===== src/rtl/rx_dlink_fmt.sv =====
module rx_dlink_fmt #(
  parameter logic [15:0] CRC_RES = 16'hF0B8
) (
  input  logic       clk,
  input  logic       rst_n,
  input  logic       bit_vld,
  input  logic       bit_in,
  input  logic       mf_start,
  input  logic [1:0] mode,
  input  logic       enable,
  input  logic [1:0] fill_lim,
  output logic       fifo_we,
  output logic [7:0] fifo_wdata,
  output logic       stat_push,
  output logic [1:0] stat_code,
  output logic       full_irq,
  output logic       eom_irq
);
  function automatic logic [15:0] crc_step(input logic [15:0] c, input logic [7:0] d);
    logic [15:0] r;
    r = c;
    for (int i = 0; i < 8; i++)
      r = (r[0] ^ d[i]) ? ((r >> 1) ^ 16'h8408) : (r >> 1);
    return r;
  endfunction

  logic [7:0]  acc, pend;
  logic [2:0]  cnt, ones, msg_cnt;
  logic        in_frame, have_pend;
  logic [15:0] crc;

  wire        hdlc     = ~mode[1];
  wire [2:0]  last     = mode[0] ? 3'd5 : 3'd7;
  wire [3:0]  lim      = 4'd1 << fill_lim;
  wire        msg_end  = {1'b0, msg_cnt} == lim - 4'd1;
  wire [7:0]  placed   = acc | (8'(bit_in) << cnt);
  wire [7:0]  shifted  = {bit_in, acc[7:1]};
  wire        flag_hit = !bit_in && ones == 3'd6;
  wire        stuffed  = !bit_in && ones == 3'd5;
  wire        abort    = bit_in && ones == 3'd6;
  wire [15:0] crc_fin  = crc_step(crc, pend);
  wire        frame_ok = cnt == 3'd7 && (mode[0] || crc_fin == CRC_RES);

  always_ff @(posedge clk or negedge rst_n) begin
    if (!rst_n) begin
      acc <= '0; pend <= '0; cnt <= '0; ones <= '0; msg_cnt <= '0;
      in_frame <= 1'b0; have_pend <= 1'b0; crc <= '1;
      fifo_we <= 1'b0; fifo_wdata <= '0; stat_push <= 1'b0; stat_code <= '0;
      full_irq <= 1'b0; eom_irq <= 1'b0;
    end else begin
      fifo_we <= 1'b0; stat_push <= 1'b0; full_irq <= 1'b0; eom_irq <= 1'b0;
      if (!enable) begin
        acc <= '0; cnt <= '0; ones <= '0; msg_cnt <= '0;
        in_frame <= 1'b0; have_pend <= 1'b0; crc <= '1;
      end else if (bit_vld && !hdlc) begin
        if (mf_start) begin
          acc <= 8'(bit_in);
          cnt <= 3'd1;
        end else if (cnt == last) begin
          fifo_we <= 1'b1; fifo_wdata <= placed;
          acc <= '0; cnt <= '0;
          if (msg_end) begin
            msg_cnt <= '0; full_irq <= 1'b1; stat_push <= 1'b1; stat_code <= 2'b10;
          end else msg_cnt <= msg_cnt + 3'd1;
        end else begin
          acc <= placed;
          cnt <= cnt + 3'd1;
        end
      end else if (bit_vld) begin
        ones <= bit_in ? ((ones == 3'd7) ? ones : ones + 3'd1) : 3'd0;
        if (abort) begin
          if (in_frame && have_pend) begin
            stat_push <= 1'b1; stat_code <= 2'b11; eom_irq <= 1'b1;
          end
          in_frame <= 1'b0; have_pend <= 1'b0; cnt <= '0;
        end else if (flag_hit) begin
          if (in_frame && have_pend) begin
            fifo_we <= 1'b1; fifo_wdata <= pend;
            stat_push <= 1'b1; stat_code <= frame_ok ? 2'b00 : 2'b01; eom_irq <= 1'b1;
          end
          in_frame <= 1'b1; have_pend <= 1'b0; cnt <= '0; acc <= '0; crc <= '1;
        end else if (!stuffed && in_frame) begin
          if (cnt == 3'd7) begin
            if (have_pend) begin
              fifo_we <= 1'b1; fifo_wdata <= pend;
              crc <= crc_step(crc, pend);
            end
            pend <= shifted; have_pend <= 1'b1; cnt <= '0;
          end else begin
            acc <= shifted;
            cnt <= cnt + 3'd1;
          end
        end
      end
    end
  end
endmodule



===== config.mk =====
export PLATFORM = sky130hd
export DESIGN_NAME = rx_dlink_fmt
export DESIGN_NICKNAME = d
export VERILOG_FILES = /design/src/rtl/rx_dlink_fmt.sv
export SDC_FILE = /design/constraint.sdc
export NUM_CORES = 1
export LEC_CHECK = 0
export BUFFER_PORTS_ARGS = -buffer_cell sky130_fd_sc_hd__buf_2
export CORE_AREA = 3 3 80 74
export CTS_BUF_LIST = sky130_fd_sc_hd__clkbuf_8
export CTS_CLUSTER_DIAMETER = 80
export DETAILED_ROUTE_END_ITERATION = 8
export DIE_AREA = 0 0 83 77
export PLACE_DENSITY = 0.78
export SLEW_MARGIN = 15
export SYNTH_ARGS = -nofsm -noshare
export SYNTH_HDL_FRONTEND = slang
export SYNTH_SLANG_ARGS = --single-unit

===== constraint.sdc =====
create_clock -name clk -period 3.9 [get_ports clk]
set_clock_uncertainty 0.05 [all_clocks]
set_input_delay 0.195 -clock clk [delete_from_list [all_inputs] [get_ports clk]]
set_output_delay 0.195 -clock clk [all_outputs]
set_load 0.05 [all_outputs]

Word-level counts from Yosys, hierarchy flattened --
Cells that the tools add are included.
Word-level totals: register bits 57, output and inout bits 14, input bits 10, word-level logic and storage cells 196
Cells by class: add/sub/neg operators 4, reduce and logical (&&, ||, !) cells 26, shifts and indexed selects 2, bitwise gates (word level) 20, mux-type cells 100, eq/ne operators 30
Operators with widths (count):
- two-way mux 16 bit | 16
- two-way mux 8 bit | 19
- two-way mux 3 bit | 19
- two-way mux 1 bit | 36
- NOT 2 -> 3 bit | 8
- two-way mux 2 bit | 10
- equality test 16 bit (second input constant) | 1
- inequality test 3 x 1 -> 1 bit (second input constant) | 5
- AND reduction 7 bit | 2
- equality test 3 bit (second input constant) | 4
- inequality test 2 bit (second input constant) | 6
- inequality test 4 x 1 -> 1 bit (second input constant) | 3
- nonzero test 3 bit | 4
- adder 3 x 1 -> 3 bit (second input constant) | 3
- AND reduction 3 bit | 3
- AND reduction 9 bit | 1
- inequality test 2 x 1 -> 1 bit (second input constant) | 4
- OR 8 bit | 1
- AND reduction 4 bit | 2
- << shifter 1 x 3 -> 8 bit | 1
- XOR 1 bit | 8
- logical AND 1 bit | 7
- inequality test 3 x 2 -> 1 bit (second input constant) | 2
- AND reduction 6 bit | 1
- other kinds (12) | 16

Longest topological paths before layout --
Gate-level depths: netlist of run 1.
depth after elaboration 25, mapped depth 8

Worst setup path after synthesis of run 1 --
OpenSTA, ideal clock, no wires.
path kind register to register, from reg cnt[1], to reg fifo_wdata[0], buffers on the path 1, path slack 1.699 ns, cell stages (with the launch flop) 8, period minus slack after synthesis 2.201 ns, required time 3.725 ns, arrival 2.027 ns, cell sequence dfrtp_1 ha_1 ha_1 clkbuf_2 o211ai_1 nor3_1 o21ai_1 mux2_2
Between the ends: word-level cells in the longest chain between the ends 5
Ends and longest elaborated chain:
- start: declaration | RTL line 28 | logic [2:0] cnt, ones, msg_cnt;
- start signal: assignment | RTL line 67 | cnt <= cnt + 3'd1;
- start signal: assignment | RTL line 91 | cnt <= cnt + 3'd1;
- << shifter 1 x 3 -> 8 bit | RTL line 36 | wire [7:0] placed = acc | (8'(bit_in) << cnt);
- OR 8 bit | RTL line 36
- two-way mux 8 bit | RTL line 59 | end else if (cnt == last) begin
- two-way mux 8 bit | RTL line 56 | if (mf_start) begin
- two-way mux 8 bit | RTL line 55 | end else if (bit_vld && !hdlc) begin
- end signal: assignment | RTL line 48 | fifo_we <= 1'b0; fifo_wdata <= '0; stat_push <= 1'b0; stat_code <= '0;
- end signal: assignment | RTL line 60 | fifo_we <= 1'b1; fifo_wdata <= placed;
- end signal: assignment | RTL line 78 | fifo_we <= 1'b1; fifo_wdata <= pend;
- end: declaration | RTL line 13 | output logic [7:0] fifo_wdata,
Parallel ways exist; a longest one is shown, timed or not. The select of a mux whose other input is x is not followed. A chain may end at the register's enable or synchronous reset.

Worst setup path after layout of run 1 --
from reg cnt[0], to reg fifo_wdata[0]
The elaborated chain is that of the path after synthesis.

==> results of run 1 <==
worst max-delay path, cell delays in order, from the launching register on:
cell      delay, ns
dfrtp_1        0.47
ha_1           0.24
ha_1           0.29
o211ai_1       0.22
nor3_1         0.07
o21ai_1        0.69
mux2_2         0.42
per-stage QoR:
| step | power [W] | worst slack, ns | utilization | instances | hold slack (ns) |
|---|---|---|---|---|---|
| 2_1_floorplan | 0.0006727 | 1.699 | - | 291 | -0.1506 |
| 3_3_place_gp | 0.0007067 | 1.398 | 0.6236 | 369 | 0.3164 |
| 3_5_place_dp | 0.0007077 | 1.308 | 0.6236 | 369 | 0.3215 |
| 4_1_cts | 0.001353 | 1.310 | 0.6704 | 386 | 0.08730 |
| 5_1_grt | 0.001398 | 1.160 | 0.6704 | 386 | 0.1210 |
| 6_report | 0.001337 | 1.346 | 0.6704 | 386 | 0.1158 |
worst paths after layout:
path | startpoint | to | slack (ns) | depth (start not counted)
worst max-delay path | cnt[0]$_DFFE_PN0P_ | fifo_wdata[0]$_DFFE_PN0P_ | 1.35 | 6
worst min-delay path | mode[1] | eom_irq$_DFF_PN0_ | 0.12 | 2
worst max register to register | cnt[0]$_DFFE_PN0P_ | fifo_wdata[0]$_DFFE_PN0P_ | 1.35 | 6
worst min register to register | fifo_wdata[7]$_DFFE_PN0P_ | fifo_wdata[7]$_DFFE_PN0P_ | 0.44 | 1
max in group asynchronous | rst_n | msg_cnt[2]$_DFFE_PN0P_ | 2.86 | 3
min in group asynchronous | rst_n | fifo_wdata[3]$_DFFE_PN0P_ | 0.47 | 3
kinds of logic after synthesis:
group                    share of synthesized area
AO/OA/AOI/OAI                               0.1935
XOR/XNOR                                   0.07886
adder cells (fa/ha/maj)                    0.02845
buffers and inverters                      0.02845
flip-flops                                  0.4699
multiplexers                               0.06910
AND/OR/NAND/NOR                             0.1317
cells in the final DEF, fill, tap and decap left out, types with 5 or more instances in the layout:
cell       count
dfrtp_1       41
nand2_1       28
buf_2         23
xnor2_1       19
dfstp_2       16
a21oi_1       12
nor2_1        12
a2bb2oi_1     12
mux2_2        12
clkbuf_8      12
inv_1         11
o21ai_0       11
a32o_1         9
nand3_1        7
ha_1           7
o21ai_1        6
mux2_1         6
o2bb2ai_1      6
xor2_1         5
a31oi_1        5
nor3_1         5
state kept, by name, indices dropped and copies added, names as in the netlist:
name        count
eom_irq         1
pend            8
ones            3
stat_push       1
in_frame        1
msg_cnt         3
acc             8
cnt             3
full_irq        1
have_pend       1
crc            16
fifo_we         1
fifo_wdata      8
stat_code       2
power groups by stage:
stage,sequential [W],clock (W),combinational (W)
after floorplan,0.000614,0,0.0000584
after global placement,0.000618,0,0.0000890
after CTS,0.000608,0.000654,0.0000904
final,0.000609,0.000638,0.0000907
after detailed placement,0.000619,0,0.0000890
after global routing,0.000609,0.000685,0.000103
layout make-up:
type | instances | area [sq um]
Inverter | 9 | 33.78
Clock inverter | 4 | 67.56
Clock buffer | 12 | 165.2
Sequential cell | 57 | 1446
Fill cell | 421 | 1712
Multi-Input combinational cell | 211 | 1544
Timing Repair Buffer | 26 | 140.1
Tap cell | 67 | 83.83
per-layer routing:
metal / up-vias / wire length [um] / GRT usage
met4: 0 / 116 / 0.1046
met3: 9 / 495 / 0.05585
li1: 1127 / - / -
met2: 89 / 3104 / 0.3381
met1: 1160 / 3075 / 0.3333
met5: - / 0 / 0
==> flow_metrics.py, run 1 <==
metrics = {
    "status": {
        "status": "complete, no violations",
    },
    "clock_tree": {
        "insertion_delay_ns": 0.34,
        "cts_root_buf": "clkbuf_8",
        "cts_tree": "yes",
        "cts_sinks": 57,
        "cts_resized": 0,
        "cts.htree.levels": 3,
        "cts_setup_buffers": 0,
        "numCtsBuffers": 9,
        "cts_hold_buf": 1,
        "clockBufferDepth": 2,
        "clk_pin_slew_worst_paths_ns": 0.07,
    },
    "sta": {
        "rsz0062_at_grt": "no",
        "hold_viol_final": 0,
        "fin_crit_sh": 0.6549,
        "fmax_mhz": 391.5,
        "setup_viol": 0,
        "fin_crit_ns": 2.554,
        "maxSlewViolCount": 0,
        "slew_headroom": 0.4197,
        "setup_tns_ns": 0,
        "worst_pin_slew_ns": 0.8646,
    },
    "grt": {
        "grt_pass1_wl_mm": 11.75,
        "grt.overflow.total": 0,
        "grt_max_degree": 58,
        "grtUsageTotal": 0.2338,
        "grt_pass1_vias": 2303,
        "antenna_found_initial": 0,
    },
    "synthesis": {
        "avgSynthCellArea_sq_um": 10.58,
        "netlist.area_leader.share": 0.3333,
        "yosys.area.top_type": "dfrtp_1",
        "synthTopCellsByArea": "dfrtp_1 (33%), dfstp_2 (14%), xnor2_1 (5.4%)",
        "synth_edf_count": 0,
        "ys_types": 53,
        "synth_common_cells": "dfrtp_1 (41), nand2_1 (28), xnor2_1 (19)",
        "synth_area_sq_mm": 0.003078,
        "synth_seq_area_share": 0.4699,
        "synth_fp_nets": 308,
        "postSynthCellCount": 291,
        "ys_warn_count": 0,
        "yosysMostFrequentCell": "dfrtp_1",
        "async_flop_share": 1.000,
        "synth_seq_cells": 57,
        "synth_ff_type": "dfrtp_1",
    },
    "layout": {
        "drive_gt1_frac": 0.2226,
        "design_area_sq_mm": 0.003481,
        "n_antenna_cell": 0,
        "nets": 331,
        "area_growth_pct": 13.09,
    },
    "detailed_routing": {
        "wl_per_cell_um": 17.60,
        "num_vias": 2385,
        "ant_nets": 0,
        "drt_iter0_drc": 206,
        "wl_mm": 6.792,
        "drc": 0,
        "drt_pre_antenna_iters": 5,
        "viasPerCell": 6.179,
    },
    "setup_path": {
        "cp-start-kind": "flip-flop",
        "endpoint_kind": "flip-flop",
        "crit_type": "flip-flop to flip-flop",
        "crit_fanout": 9,
        "critical_path_arrival_ns": 2.73,
        "worstPathRequired_ns": 4.07,
    },
    "placed_design": {
        "gp_congestion": 0.8913,
        "postPlaceCellArea_sq_mm": 0.003238,
        "port_buffers": 23,
        "dp_hpwl_mm": 4.617,
    },
    "power_and_ir_drop": {
        "max-vdd-ir-drop_uv": 258.5,
        "clkPwrFrac": 0.477,
        "combPwrFrac": 0.068,
        "intPower_w": 0.001035,
        "power.net_switching_w": 0.0003023,
        "pwr-share-seq": 0.455,
        "leakagePower_nw": 1.532,
        "sw_frac_of_total": 0.2261,
        "powerDensity_mw_per_mm2": 384.1,
    },
    "floorplan": {
        "initial_core_util": 0.5928,
        "core-area_sq_mm": 0.005192,
        "rows": 25,
        "ios": 24,
        "die_h_um": 77,
        "die_w_um": 83,
        "die_area_sq_mm": 0.006391,
    },
    "flow_run": {
        "maxCapViolCount": 0,
    },
    "min_path": {
        "hp-class": "input port to flip-flop",
    },
}
(Power assumes the default switching activity.)
==> inputs of run 2 (changes only) <==
- clock period: 3.9 -> 2.45 ns (I/O delays scaled with it)
==> flow_metrics.py, run 2 (synthesized netlist as in run 1, its figures left out) <==
metrics = {
    "floorplan": {
        "rows": 25,
        "core-area_sq_mm": 0.005192,
        "die_area_sq_mm": 0.006391,
        "ios": 24,
        "die_h_um": 77,
        "die_w_um": 83,
        "initial_core_util": 0.5928,
    },
    "sta": {
        "rsz0062_at_grt": "no",
        "fin_crit_ns": 2.223,
        "fmax_mhz": 449.8,
        "setup_viol": 0,
        "setup_ws_ns": 0.2270,
        "maxSlewViolCount": 0,
        "worst_pin_slew_ns": 0.6260,
        "hold_viol_final": 0,
        "slew_headroom": 0.5827,
        "fin_crit_sh": 0.9073,
        "setup_tns_ns": 0,
    },
    "power_and_ir_drop": {
        "power.net_switching_w": 0.0004908,
        "leakagePower_nw": 1.565,
        "sw_frac_of_total": 0.2410,
        "combPwrFrac": 0.074,
        "max-vdd-ir-drop_uv": 386.7,
        "clkPwrFrac": 0.449,
        "intPower_w": 0.001545,
        "powerDensity_mw_per_mm2": 577.1,
        "pwr-share-seq": 0.477,
    },
    "clock_tree": {
        "clockBufferDepth": 2,
        "cts_sinks": 57,
        "cts_tree": "yes",
        "cts_resized": 0,
        "insertion_delay_ns": 0.34,
        "cts.htree.levels": 3,
        "cts_root_buf": "clkbuf_8",
        "clk_pin_slew_worst_paths_ns": 0.07,
        "numCtsBuffers": 9,
    },
    "grt": {
        "grt_max_degree": 31,
        "antenna_found_initial": 0,
        "grtUsageTotal": 0.2409,
        "grt_pass1_wl_mm": 12.13,
        "grt.overflow.total": 0,
        "grt_pass1_vias": 2473,
    },
    "layout": {
        "n_antenna_cell": 0,
        "area_growth_pct": 14.63,
        "drive_gt1_frac": 0.2416,
        "fin_util": 0.6795,
        "final_cell_mix": "dfrtp_1 (41), nand2_1 (28), buf_2 (23), xnor2_1 (19), dfstp_2 (16)",
        "regMostFlops": "crc",
        "largest_reg_flops": 16,
        "stdcell_count": 394,
        "layout_commonest_cell": "dfrtp_1",
        "nets": 339,
    },
    "setup_path": {
        "crit_type": "flip-flop to flip-flop",
        "endpoint_kind": "flip-flop",
        "worstPathRequired_ns": 2.63,
        "cp-start-kind": "flip-flop",
        "crit_fanout": 5,
        "critical_path_arrival_ns": 2.41,
    },
    "placed_design": {
        "port_buffers": 23,
        "dp_hpwl_mm": 4.962,
        "dp_cells": 377,
        "gp_congestion": 0.8707,
        "pre_cts_ws_ns": 0.2425,
    },
    "detailed_routing": {
        "ant_nets": 0,
        "viasPerCell": 6.325,
        "drt_iter0_drc": 180,
        "num_vias": 2492,
        "wl_per_cell_um": 17.96,
        "drc": 0,
        "drt_pre_antenna_iters": 6,
        "wl_mm": 7.078,
    },
    "min_path": {
        "hp-class": "input port to flip-flop",
    },
    "flow_run": {
        "maxCapViolCount": 0,
    },
    "status": {
        "status": "complete, no violations",
    },
}
==> run 2: timing repair <==
action / CTS / global route
hold buffers: 1 / 0
endpoints found under the hold margin: 12 / 0
buffers inserted: 0 / 0
==> run 2: stage by stage <==
stage | hold slack, ns | total power, W | area [sq um]
2_1_floorplan | -0.2231 | 0.001071 | 3078
3_3_place_gp | 0.1221 | 0.001131 | 3311
3_5_place_dp | 0.1302 | 0.001135 | 3311
4_1_cts | 0.06381 | 0.002058 | 3528
5_1_grt | 0.07114 | 0.002125 | 3528
6_report | 0.09394 | 0.002036 | 3528
==> run 2: area by class of cell <==
class                   instances  area, sq um
fillers                       418         1664
repair buffers                 34        212.7
inverters                       9        33.78
flip-flops and latches         57         1446
clock buffers                  12        165.2
well taps                      67        83.83
clock inverters                 4        42.54
multi-input cells             211         1544
==> run 2: critical path, cell delays in order (launching register included) <==
cell     delay [ns]
dfstp_2        0.53
xor2_1         0.40
and4b_1        0.26
mux2i_1        0.07
or4_1          0.54
a32o_1         0.27
==> run 2: power groups by stage <==
stage	clock [W]	sequential, W	combinational, W
5_1_grt	0.000985	0.000972	0.000168
4_1_cts	0.000937	0.000970	0.000150
3_5_place_dp	0	0.000986	0.000149
2_1_floorplan	0	0.000978	0.0000930
3_3_place_gp	0	0.000986	0.000145
6_report	0.000915	0.000971	0.000151
==> run 2: path summary, 6_finish.rpt <==
check                                          start                        end  slack (ns)  cells after the start
min                                          bit_vld         cnt[0]$_DFFE_PN0P_        0.09                      3
max                               crc[2]$_DFFE_PN1P_   stat_code[0]$_DFFE_PN0P_        0.23                      5
max in group asynchronous                      rst_n         crc[6]$_DFFE_PN1P_        1.42                      3
min reg2reg                fifo_wdata[4]$_DFFE_PN0P_  fifo_wdata[4]$_DFFE_PN0P_        0.44                      1
max reg2reg                       crc[2]$_DFFE_PN1P_   stat_code[0]$_DFFE_PN0P_        0.23                      5
min in group asynchronous                      rst_n  fifo_wdata[1]$_DFFE_PN0P_        0.28                      2
==> run 2: metal layers <==
layer	GRT usage	wire length [um]
met1	0.3303	3173
met2	0.3462	3257
met3	0.08808	510
met4	0.09641	137
met5	0	0
==> inputs of run 3 (changes only) <==
- CTS_BUF_LIST: sky130_fd_sc_hd__clkbuf_8 -> not set
==> flow_metrics.py, run 3 (synthesized netlist as in run 1, its figures left out) <==
metrics = {
    "power_and_ir_drop": {
        "powerDensity_mw_per_mm2": 580.2,
        "max-vdd-ir-drop_uv": 386.9,
        "leakagePower_nw": 1.557,
        "finalPower_w": 0.002047,
    },
    "layout": {
        "seq_area_sq_mm": 0.001446,
        "fillCellCount": 418,
        "drive_gt1_frac": 0.2416,
        "area_growth_pct": 14.63,
        "n_antenna_cell": 0,
        "design_area_sq_mm": 0.003528,
        "largest_reg_flops": 16,
        "nets": 339,
        "stdcell_count": 394,
        "regMostFlops": "crc",
        "final_cell_mix": "dfrtp_1 (41), nand2_1 (28), buf_2 (23), xnor2_1 (19), dfstp_2 (16)",
        "layout_commonest_cell": "dfrtp_1",
        "multi_input_area_sq_mm": 0.001544,
    },
    "clock_tree": {
        "clk_pin_slew_worst_paths_ns": 0.07,
        "cts_sinks": 57,
        "clockBufferDepth": 2,
        "cts_root_buf": "clkbuf_8",
        "cts_tree": "yes",
        "insertion_delay_ns": 0.35,
        "numCtsBuffers": 9,
        "cts.htree.levels": 3,
    },
    "grt": {
        "grt.overflow.total": 0,
        "grt_pass1_wl_mm": 12.13,
        "grt_pass1_vias": 2473,
        "grtUsageTotal": 0.2409,
        "grt_max_degree": 31,
        "antenna_found_initial": 0,
    },
    "sta": {
        "setup_tns_ns": 0,
        "fin_crit_ns": 2.226,
        "hold_viol_final": 0,
        "worst_hold_slack_ns": 0.08355,
        "slew_headroom": 0.5596,
        "fmax_mhz": 449.3,
        "worst_pin_slew_ns": 0.6582,
        "fin_crit_sh": 0.9084,
        "rsz0062_at_grt": "no",
        "maxSlewViolCount": 0,
        "setup_viol": 0,
    },
    "detailed_routing": {
        "drc": 0,
        "viasPerCell": 6.340,
        "drt_iter0_drc": 178,
        "drt_pre_antenna_iters": 5,
        "num_vias": 2498,
        "wl_per_cell_um": 18.08,
        "wl_mm": 7.123,
        "ant_nets": 0,
    },
    "floorplan": {
        "die_h_um": 77,
        "die_w_um": 83,
        "die_area_sq_mm": 0.006391,
        "rows": 25,
        "ios": 24,
        "initial_core_util": 0.5928,
        "core-area_sq_mm": 0.005192,
    },
    "setup_path": {
        "crit_fanout": 10,
        "worst_path_most_repeated_cell": "nor2_1",
        "crit_family": "simple AND/OR/NAND/NOR gates",
        "crit_chain": "inv_1 > ha_1 > nand2_1 > nor2_1 > a311oi_1 > nor2_1 > a32o_1",
        "critical_path_arrival_ns": 2.45,
        "max_stage_delay_ns": 0.53,
        "crit_type": "flip-flop to flip-flop",
        "cp-start-kind": "flip-flop",
        "endpoint_kind": "flip-flop",
        "critPathSlowestCell": "nor2_1",
        "worstPathRequired_ns": 2.68,
        "crit_buf_inv": 1,
    },
    "placed_design": {
        "dp_cells": 377,
        "gp_congestion": 0.8707,
        "postPlaceCellArea_sq_mm": 0.003311,
        "port_buffers": 23,
        "dp_hpwl_mm": 4.962,
    },
    "status": {
        "status": "complete, no violations",
    },
    "flow_run": {
        "maxCapViolCount": 0,
    },
    "min_path": {
        "hp-class": "input port to flip-flop",
    },
}
run 3: layout make-up:
type | instances | share of cell area
Clock buffer | 14 | 0.04894
Clock inverter | 2 | 0.009929
Inverter | 9 | 0.009574
Multi-Input combinational cell | 211 | 0.4376
Sequential cell | 57 | 0.4099
Tap cell | 67 | 0.02376
Timing Repair Buffer | 34 | 0.06028
run 3: metal layers:
layer / global-route usage / up-vias / routed length [um]
met1: 0.3303 / 1228 / 3229
li1: - / 1142 / -
met3: 0.08808 / 17 / 501
met5: 0 / - / 0
met2: 0.3462 / 111 / 3254
met4: 0.09641 / 0 / 138
run 3: repair_timing:
action                    in CTS  in global routing
hold buffers                   1                  0
setup buffers                  0                  0
resized for setup              0                  0
hold endpoints to repair      12                  0
run 3: final timing paths:
check | from | to | slack, ns | cells after the start
setup / recovery | ones[0]$_DFFE_PN0P_ | acc[0]$_DFFE_PN0P_ | 0.22 | 7
hold / removal | bit_vld | cnt[0]$_DFFE_PN0P_ | 0.08 | 3
setup reg to reg | ones[0]$_DFFE_PN0P_ | acc[0]$_DFFE_PN0P_ | 0.22 | 7
hold reg to reg | fifo_wdata[1]$_DFFE_PN0P_ | fifo_wdata[1]$_DFFE_PN0P_ | 0.44 | 1
max in group asynchronous | rst_n | crc[6]$_DFFE_PN1P_ | 1.42 | 3
min in group asynchronous | rst_n | fifo_wdata[1]$_DFFE_PN0P_ | 0.28 | 2
run 3: through the flow:
stage | setup slack [ns] | util
2_1_floorplan | 0.2486 | -
3_3_place_gp | 0.3133 | 0.6376
3_5_place_dp | 0.2425 | 0.6376
4_1_cts | 0.2368 | 0.6795
5_1_grt | 0.1051 | 0.6795
6_report | 0.2243 | 0.6795
run 3: where the power goes:
group | switching [W] | leakage (nW) | internal [W] | total, W
clock network | 0.000373 | 0.107 | 0.000552 | 0.000925
registers | 0.0000196 | 0.738 | 0.000952 | 0.000971
logic | 0.000101 | 0.712 | 0.0000500 | 0.000151
run 3: tightest hold or removal path, cell delays in order:
cell and delay (ns):
buf_2 0.15, o2111ai_1 0.09, o211ai_1 0.08
